`src/rtl/queue_dispatcher.sv`:
```
module queue_dispatcher #(
  parameter int NUM_ENG = 8,
  parameter int SLOTS   = 8,
  parameter int DEPTH   = 32,
  parameter int QID_W   = 8
) (
  input  logic                       clk,
  input  logic                       rst_n,
  input  logic                       sub_valid,
  input  logic                       sub_hi,
  input  logic [QID_W-1:0]           sub_qid,
  output logic                       sub_ready,
  input  logic [NUM_ENG*SLOTS-1:0]   rel_slots,
  output logic [NUM_ENG-1:0]         eng_free,
  output logic                       asg_valid,
  output logic [$clog2(NUM_ENG)-1:0] asg_eng,
  output logic [$clog2(SLOTS)-1:0]   asg_slot,
  output logic [QID_W-1:0]           asg_qid
);
  // NUM_ENG, SLOTS and DEPTH are powers of two (pointers and indices wrap naturally)
  localparam int EW = $clog2(NUM_ENG);
  localparam int SW = $clog2(SLOTS);
  localparam int IW = EW + SW;
  localparam int NS = NUM_ENG * SLOTS;
  localparam int PW = $clog2(DEPTH);

  logic [NS-1:0]    occ;
  logic [QID_W-1:0] hmem [DEPTH];
  logic [QID_W-1:0] lmem [DEPTH];
  logic [PW-1:0]    hrd, hwr, lrd, lwr;
  logic [PW:0]      hcnt, lcnt;
  logic [PW+1:0]    total;
  logic             push_h, push_l, pop_h, pop_l, have_h, have_l;
  logic             hit, fire;
  logic [IW-1:0]    idx;

  assign total     = (PW+2)'(hcnt) + (PW+2)'(lcnt);
  assign sub_ready = total < (PW+2)'(DEPTH);
  assign push_h    = sub_valid & sub_ready & sub_hi;
  assign push_l    = sub_valid & sub_ready & ~sub_hi;
  assign have_h    = hcnt != '0;
  assign have_l    = lcnt != '0;
  assign fire      = hit & (have_h | have_l);
  assign pop_h     = fire & have_h;
  assign pop_l     = fire & ~have_h & have_l;

  always_comb begin
    hit = 1'b0;
    idx = '0;
    for (int i = NS - 1; i >= 0; i--) begin
      if (!occ[i]) begin
        hit = 1'b1;
        idx = IW'(i);
      end
    end
  end

  for (genvar e = 0; e < NUM_ENG; e++) begin : g_free
    assign eng_free[e] = ~&occ[e*SLOTS +: SLOTS];
  end

  always_ff @(posedge clk) begin
    if (push_h) hmem[hwr] <= sub_qid;
    if (push_l) lmem[lwr] <= sub_qid;
  end

  always_ff @(posedge clk or negedge rst_n) begin
    if (!rst_n) begin
      occ       <= '0;
      hrd       <= '0;
      hwr       <= '0;
      lrd       <= '0;
      lwr       <= '0;
      hcnt      <= '0;
      lcnt      <= '0;
      asg_valid <= 1'b0;
      asg_eng   <= '0;
      asg_slot  <= '0;
      asg_qid   <= '0;
    end else begin
      occ <= (occ & ~rel_slots) | (fire ? (NS'(1) << idx) : '0);
      if (push_h) hwr <= hwr + 1'b1;
      if (push_l) lwr <= lwr + 1'b1;
      if (pop_h)  hrd <= hrd + 1'b1;
      if (pop_l)  lrd <= lrd + 1'b1;
      hcnt <= hcnt + (PW+1)'(push_h) - (PW+1)'(pop_h);
      lcnt <= lcnt + (PW+1)'(push_l) - (PW+1)'(pop_l);
      asg_valid <= fire;
      if (fire) begin
        asg_eng  <= idx[IW-1:SW];
        asg_slot <= idx[SW-1:0];
        asg_qid  <= have_h ? hmem[hrd] : lmem[lrd];
      end
    end
  end
endmodule

```
`config.mk`:
```
export PLATFORM = sky130hd
export DESIGN_NAME = queue_dispatcher
export DESIGN_NICKNAME = d
export VERILOG_FILES = /design/src/rtl/queue_dispatcher.sv
export SDC_FILE = /design/constraint.sdc
export NUM_CORES = 1
export LEC_CHECK = 0
export BUFFER_PORTS_ARGS = -buffer_cell sky130_fd_sc_hd__buf_2
export CAP_MARGIN = 40
export CORE_ASPECT_RATIO = 0.75
export CORE_MARGIN = 10
export CORE_UTILIZATION = 58
export CTS_BUF_LIST = sky130_fd_sc_hd__clkbuf_2
export DETAILED_ROUTE_END_ITERATION = 8
export PLACE_DENSITY = 0.78
export SYNTH_ARGS = -nofsm -noshare
export SYNTH_HDL_FRONTEND = slang
export SYNTH_SLANG_ARGS = --single-unit
```
`constraint.sdc`:
```
create_clock -name clk -period 3.5 [get_ports clk]
set_input_delay 1.05 -clock clk [delete_from_list [all_inputs] [get_ports clk]]
set_output_delay 1.05 -clock clk [all_outputs]
set_load 0.01 [all_outputs]
```
# Word-level counts from Yosys, hierarchy flattened
# Memories as Yosys holds them, arrays and structs flattened.
# Index checks and enable logic that the tools add are counted.
# W data, S select, Z words.
[op_classes]
n_mux = 134
n_mul = 0
reduce_logical = 18
bitwise = 13
div = 0
addsub = 9
n_eq_ne = 0
shifts = 1
n_lt_le_gt_ge = 1
[ops]
columns = ["op", "n"]
rows = [
  ["$mux W6", 64],
  ["$mux W1", 68],
  ["$and A64 B64 Y64", 1],
  ["$mux W64", 1],
  ["$not A64 Y64", 1],
  ["$or A64 B64 Y64", 1],
  ["$reduce_and A8 Y1", 8],
  ["$shl A1 B6 Y64 const A", 1],
  ["$add A5 B1 Y5 const B", 4],
  ["$add A6 B1 Y6", 2],
  ["$reduce_bool A6 Y1", 2],
  ["$sub A6 B1 Y6", 2],
  ["$logic_not A1 Y1", 8],
  ["$mux W8", 1],
  ["$add A6 B6 Y7", 1],
  ["$and A1 B1 Y1", 7],
  ["$lt A7 B6 Y1 const B", 1],
  ["$not A1 Y1", 2],
  ["$or A1 B1 Y1", 1],
]
[word_totals]
latch_bits = 0
mem_bits_rw = 512
mem_bits_ro = 0
output_inout_bits = 24
word_cells = 189
n_memories = 2
in_bits = 76
ff_bits = 111
[mem_list]
columns = ["memory", "words", "word_bits", "read_ports", "rd_clocked_by_memory_dff", "wr", "line_no", "source"]
rows = [
  ["hmem", 32, 8, 1, 0, 1, "28", "logic [QID_W-1:0] hmem [DEPTH];"],
  ["lmem", 32, 8, 1, 0, 1, "29", "logic [QID_W-1:0] lmem [DEPTH];"],
]

# Depth between registers and ports, before layout
[logic_depth]
depth_word = 68
depth_mapped = 18
mapped_depth_nobuf = 16

# Worst setup path before layout
# No wires, ideal clock.
[synth_timing]
path_kind = "reg-to-reg"
start = "register lcnt[1]"
end = "register hcnt[4]"
path_stages_with_launch = 17
synth_period_minus_slack_ps = 3361
setup_slack_ps = 139
t_arrival_ps = 3281
setup_ps = 80
n_path_buf = 1
cell_sequence = "dfrtp_1 > ha_1 > a31o_2 > a21o_1 > a21o_1 > a21oi_1 > and3_1 > buf_2 > inv_1 > ha_1 > inv_1 > ha_1 > fa_1 > a21oi_1 > nor2_1 > nor2_1 > xnor2_1"
[synth_via]
elab_chain_cells = 6
word_cells_on_any_way = 10
[synth_lines]
columns = ["element", "line_no", "source"]
rows = [
  ["start, declared", "31", "logic [PW:0] hcnt, lcnt;"],
  ["start signal, assigned", "87", "lcnt <= lcnt + (PW+1)'(push_l) - (PW+1)'(pop_l);"],
  ["$add A6 B6 Y7", "37", "assign total = (PW+2)'(hcnt) + (PW+2)'(lcnt);"],
  ["$lt A7 B6 Y1", "38", "assign sub_ready = total < (PW+2)'(DEPTH);"],
  ["via sub_ready", "12", "output logic sub_ready,"],
  ["$and A1 B1 Y1 (2 in a row)", "39", "assign push_h = sub_valid & sub_ready & sub_hi;"],
  ["$add A6 B1 Y6", "86", "hcnt <= hcnt + (PW+1)'(push_h) - (PW+1)'(pop_h);"],
  ["$sub A6 B1 Y6", "86", ""],
  ["end signal, assigned", "86", ""],
  ["end, declared", "31", ""],
]
# The timed path passes the listed nets, and every way through them passes these cells.
# A chain may end at the register's enable or synchronous reset.

# Final worst setup path
[layout_timing]
start = "register hcnt[1]"
end = "output sub_ready"
[layout_via]
elab_chain_cells = 2
[layout_lines]
columns = ["element", "line_no"]
rows = [
  ["$add A6 B6 Y7", "37"],
  ["$lt A7 B6 Y1", "38"],
  ["end, declared", "12"],
]
# No other way between the ends.

==> results.md <==
* Vias in the first global route at 15200
* Total of max-cap violations at 0
* Max H-tree Level at 4
* Wire per inst at 24.9 um
* Post-Syn Area at 25700 um2
* Crit Path Category: register to primary output
* Port buffer count at 99
* CP Data Required Time at 2450 ps
* Layout fillers at 2948
* Synth Warn # at 0
* CP max stage cell: dfrtp_1
* Post-route ant nets at 0
* CTS tree: done
* Global-route wire length before repair at between 90000 and 100000 um
* P_leak at between 0.01 and 0.015 uW
* Area of the die at 53100 um2
* Mapped Cells at 1421
* Synth-to-Final Area Change at 12.6%
* Clock Latency Late Sink at 1130 ps
* Status: complete, but fails checks
* Asr flop ratio synth at 17.8%
* Worst slew margin at 40.5%
* WHS at approximately 120 ps
* Overall power at ~19000 uW
* Most frequent cell after synthesis: edfxtp_1
* CP max FO at 2
* Hold path depth at 2
* Achievable Freq at 271 MHz
* Distinct cells, synth at 71
* DR vias/cell at 6.14
* Post-synth EDFFs at 512
* Synth Register Bits at 623
* Top cells by area, synth: edfxtp_1, mux4_2, dfrtp_1, ha_1, o22ai_1
* Vias at 14800
* Area leader, netlist: edfxtp_1
* Final count of negative-setup-slack endpoints at 1
* Most common cell type on the critical path: a21o_1
* Die span in x at ~260 um
* Final Wtd Congestion at 0.916
* Failing checks: negative setup slack
* Syn Nets at approximately 1500
* Die height at 202 um
* Initial Util at 58.9%
* Core area at ~44000 um2
* Slew at the pin closest to its max-slew limit at 892 ps
* Worst slack, placed at around 160 ps
* Clock period minus worst slack at 3700 ps
* Mapped Avg Cell Area at approximately 18 um2
* Critical path cell sequence: ha_1 -> a31o_2 -> a21o_1 -> a21o_1 -> a21oi_2 -> buf_2
* Share of post-route cells with drive strength above 1 at 35.2%
* Largest net degree at the start of global routing at 65
* Max IR drop VDD at around 410 uV
* Share of the synthesized area in the top cell type at approximately three fifths
* Startpoint class of the critical path: register
* Crit share post-route at 106%
* Pins Over Slew Limit at 0
* Worst Path Arrival at around 2700 ps
* Total CTS buffers at ~150
* Fin nets at 1837
* Initial DRC Count at between 1500 and 2000
* Tot GR Track Use at 22.9%
* Synth Flop Type: edfxtp_1
* Final Skew at 53.3 ps
* Fin worst setup slack at -195 ps
* Rows at 66
* Io pins at 100
* Initial antenna violation count at 2
* Max clock buf depth at 3
* Number of clock sinks at roughly 620
* Residual DRC count at 0
* DR pass1 iterations at 6
* Global route overflow at 0
* Worst Setup End Kind: primary output
* Clock transition at the registers of the reported paths at 100 ps
* Hold Crit Class: input port to register
* Hold Vio Cnt, Final at 0
* Top cells by count, synth: edfxtp_1, mux4_2, dfrtp_1
* Drt total wl at roughly 60000 um
* Root buf cell: clkbuf_2
* PD cells at approximately 650 nW/um2
* RSZ-0062 raised after global routing: yes
* Register area share after synthesis at 70.8%
* Detailed Place HPWL at 40300 um
* FF-to-FF path depth at 14
* CP peak stage delay at around 400 ps
-- layer usage --
metal | track usage [%] | vias to the layer above | share of wire, %
li1 | - | 6398 | -
met1 | 34.1 | 7512 | 43
met2 | 32.6 | 849 | 45
met3 | 6.65 | 61 | 11
met4 | 5.98 | 0 | 1.4
met5 | 0 | - | 0
-- report_power, final --
group	switching, uW	internal [uW]
clock network	2780	1770
logic	2740	2700
registers	559	8360
total	6080	12800
-- worst max-delay path: cells and delay by family, from the launching register on --
family / cells / cell delay (ps)
AO/OA/AOI/OAI: 4 / 690
flip-flops: 1 / 400
adder cells (fa/ha/maj): 1 / 290
buffers and inverters: 1 / 160
-- through the flow --
| step | setup TNS, ps | instance area [um2] | utilization [%] | cells |
|---|---|---|---|---|
| final | -195 | 28900 | 66.4 | 2412 |
| after global placement | 0 | 27400 | 63.1 | 2146 |
| after CTS | -302 | 28800 | 66.3 | 2404 |
| after floorplan | 0 | 25700 | - | 1421 |
| after global routing | -414 | 28900 | 66.4 | 2412 |
| after detailed placement | 0 | 27500 | 63.2 | 2149 |
-- cells in the final DEF (no fill, tap or decap), drive strengths merged, types with 5 or more instances in the layout --
master,Yosys,final
a221oi,9,9
nor2,94,94
o21ai,16,16
nor3,8,8
buf,34,214
clkinv,0,27
inv,90,96
nor4,6,6
a211oi,8,8
nand2b,14,14
nand3,11,11
xor2,7,7
nand2,52,52
mux2i,16,16
o2111ai,5,5
and4,7,7
clkbuf,22,214
a21oi,19,19
edfxtp,512,512
nand4,33,33
ha,31,31
o22ai,72,72
dfrtp,111,111
o211ai,8,8
or2,6,6
xnor2,16,16
nand3b,5,5
mux4,154,154
-- final cells by class --
type | instances | area [um2] | area share, %
Clock buffer | 214 | 1070 | 3.71
Sequential cell | 623 | 18200 | 62.9
Inverter | 90 | 340 | 1.18
Timing Repair Buffer | 215 | 1500 | 5.20
Antenna cell | 4 | 10.0 | 0.0347
Multi-Input combinational cell | 652 | 6880 | 23.8
Clock inverter | 36 | 199 | 0.689
Tap cell | 578 | 723 | 2.50
-- flip-flops by register name (all words and copies together) (netlist names) --
register / count
occ: 64
hmem: 256
lwr: 5
lcnt: 6
asg_eng: 3
lmem: 256
hrd: 5
asg_qid: 8
asg_valid: 1
lrd: 5
asg_slot: 3
hwr: 5
hcnt: 6
-- logic make-up after synthesis --
family	after synthesis	synth area share (%)
flops	623	70.8
simple gates	257	5.17
mux	172	14.2
compound gates	167	4.86
buf+inv	146	2.51
fa+ha+maj	33	1.67
xor+xnor	23	0.785
-- path summary, 6_finish.rpt --
path / start / end / slack (ps)
max in group asynchronous: rst_n / occ[44] / 2230
hold / removal: rel_slots[24] / occ[24] / 120
hold reg to reg: asg_slot[2] / asg_slot[2] / 560
min in group asynchronous: rst_n / asg_qid[4] / 480
setup reg to reg: occ[0] / hcnt[4] / 200
setup / recovery: hcnt[1] / sub_ready / -200
-- timing repair --
| action | in CTS | in global routing |
|---|---|---|
| resized for setup | 3 | 3 |
| pin swaps | 8 | 6 |
| hold buffers | 1 | 0 |
| buffers inserted | 4 | 4 |
| setup endpoints to repair | 3 | 5 |
| endpoints found under the hold margin | 40 | 0 |
Power figures use the tool's default switching activity.
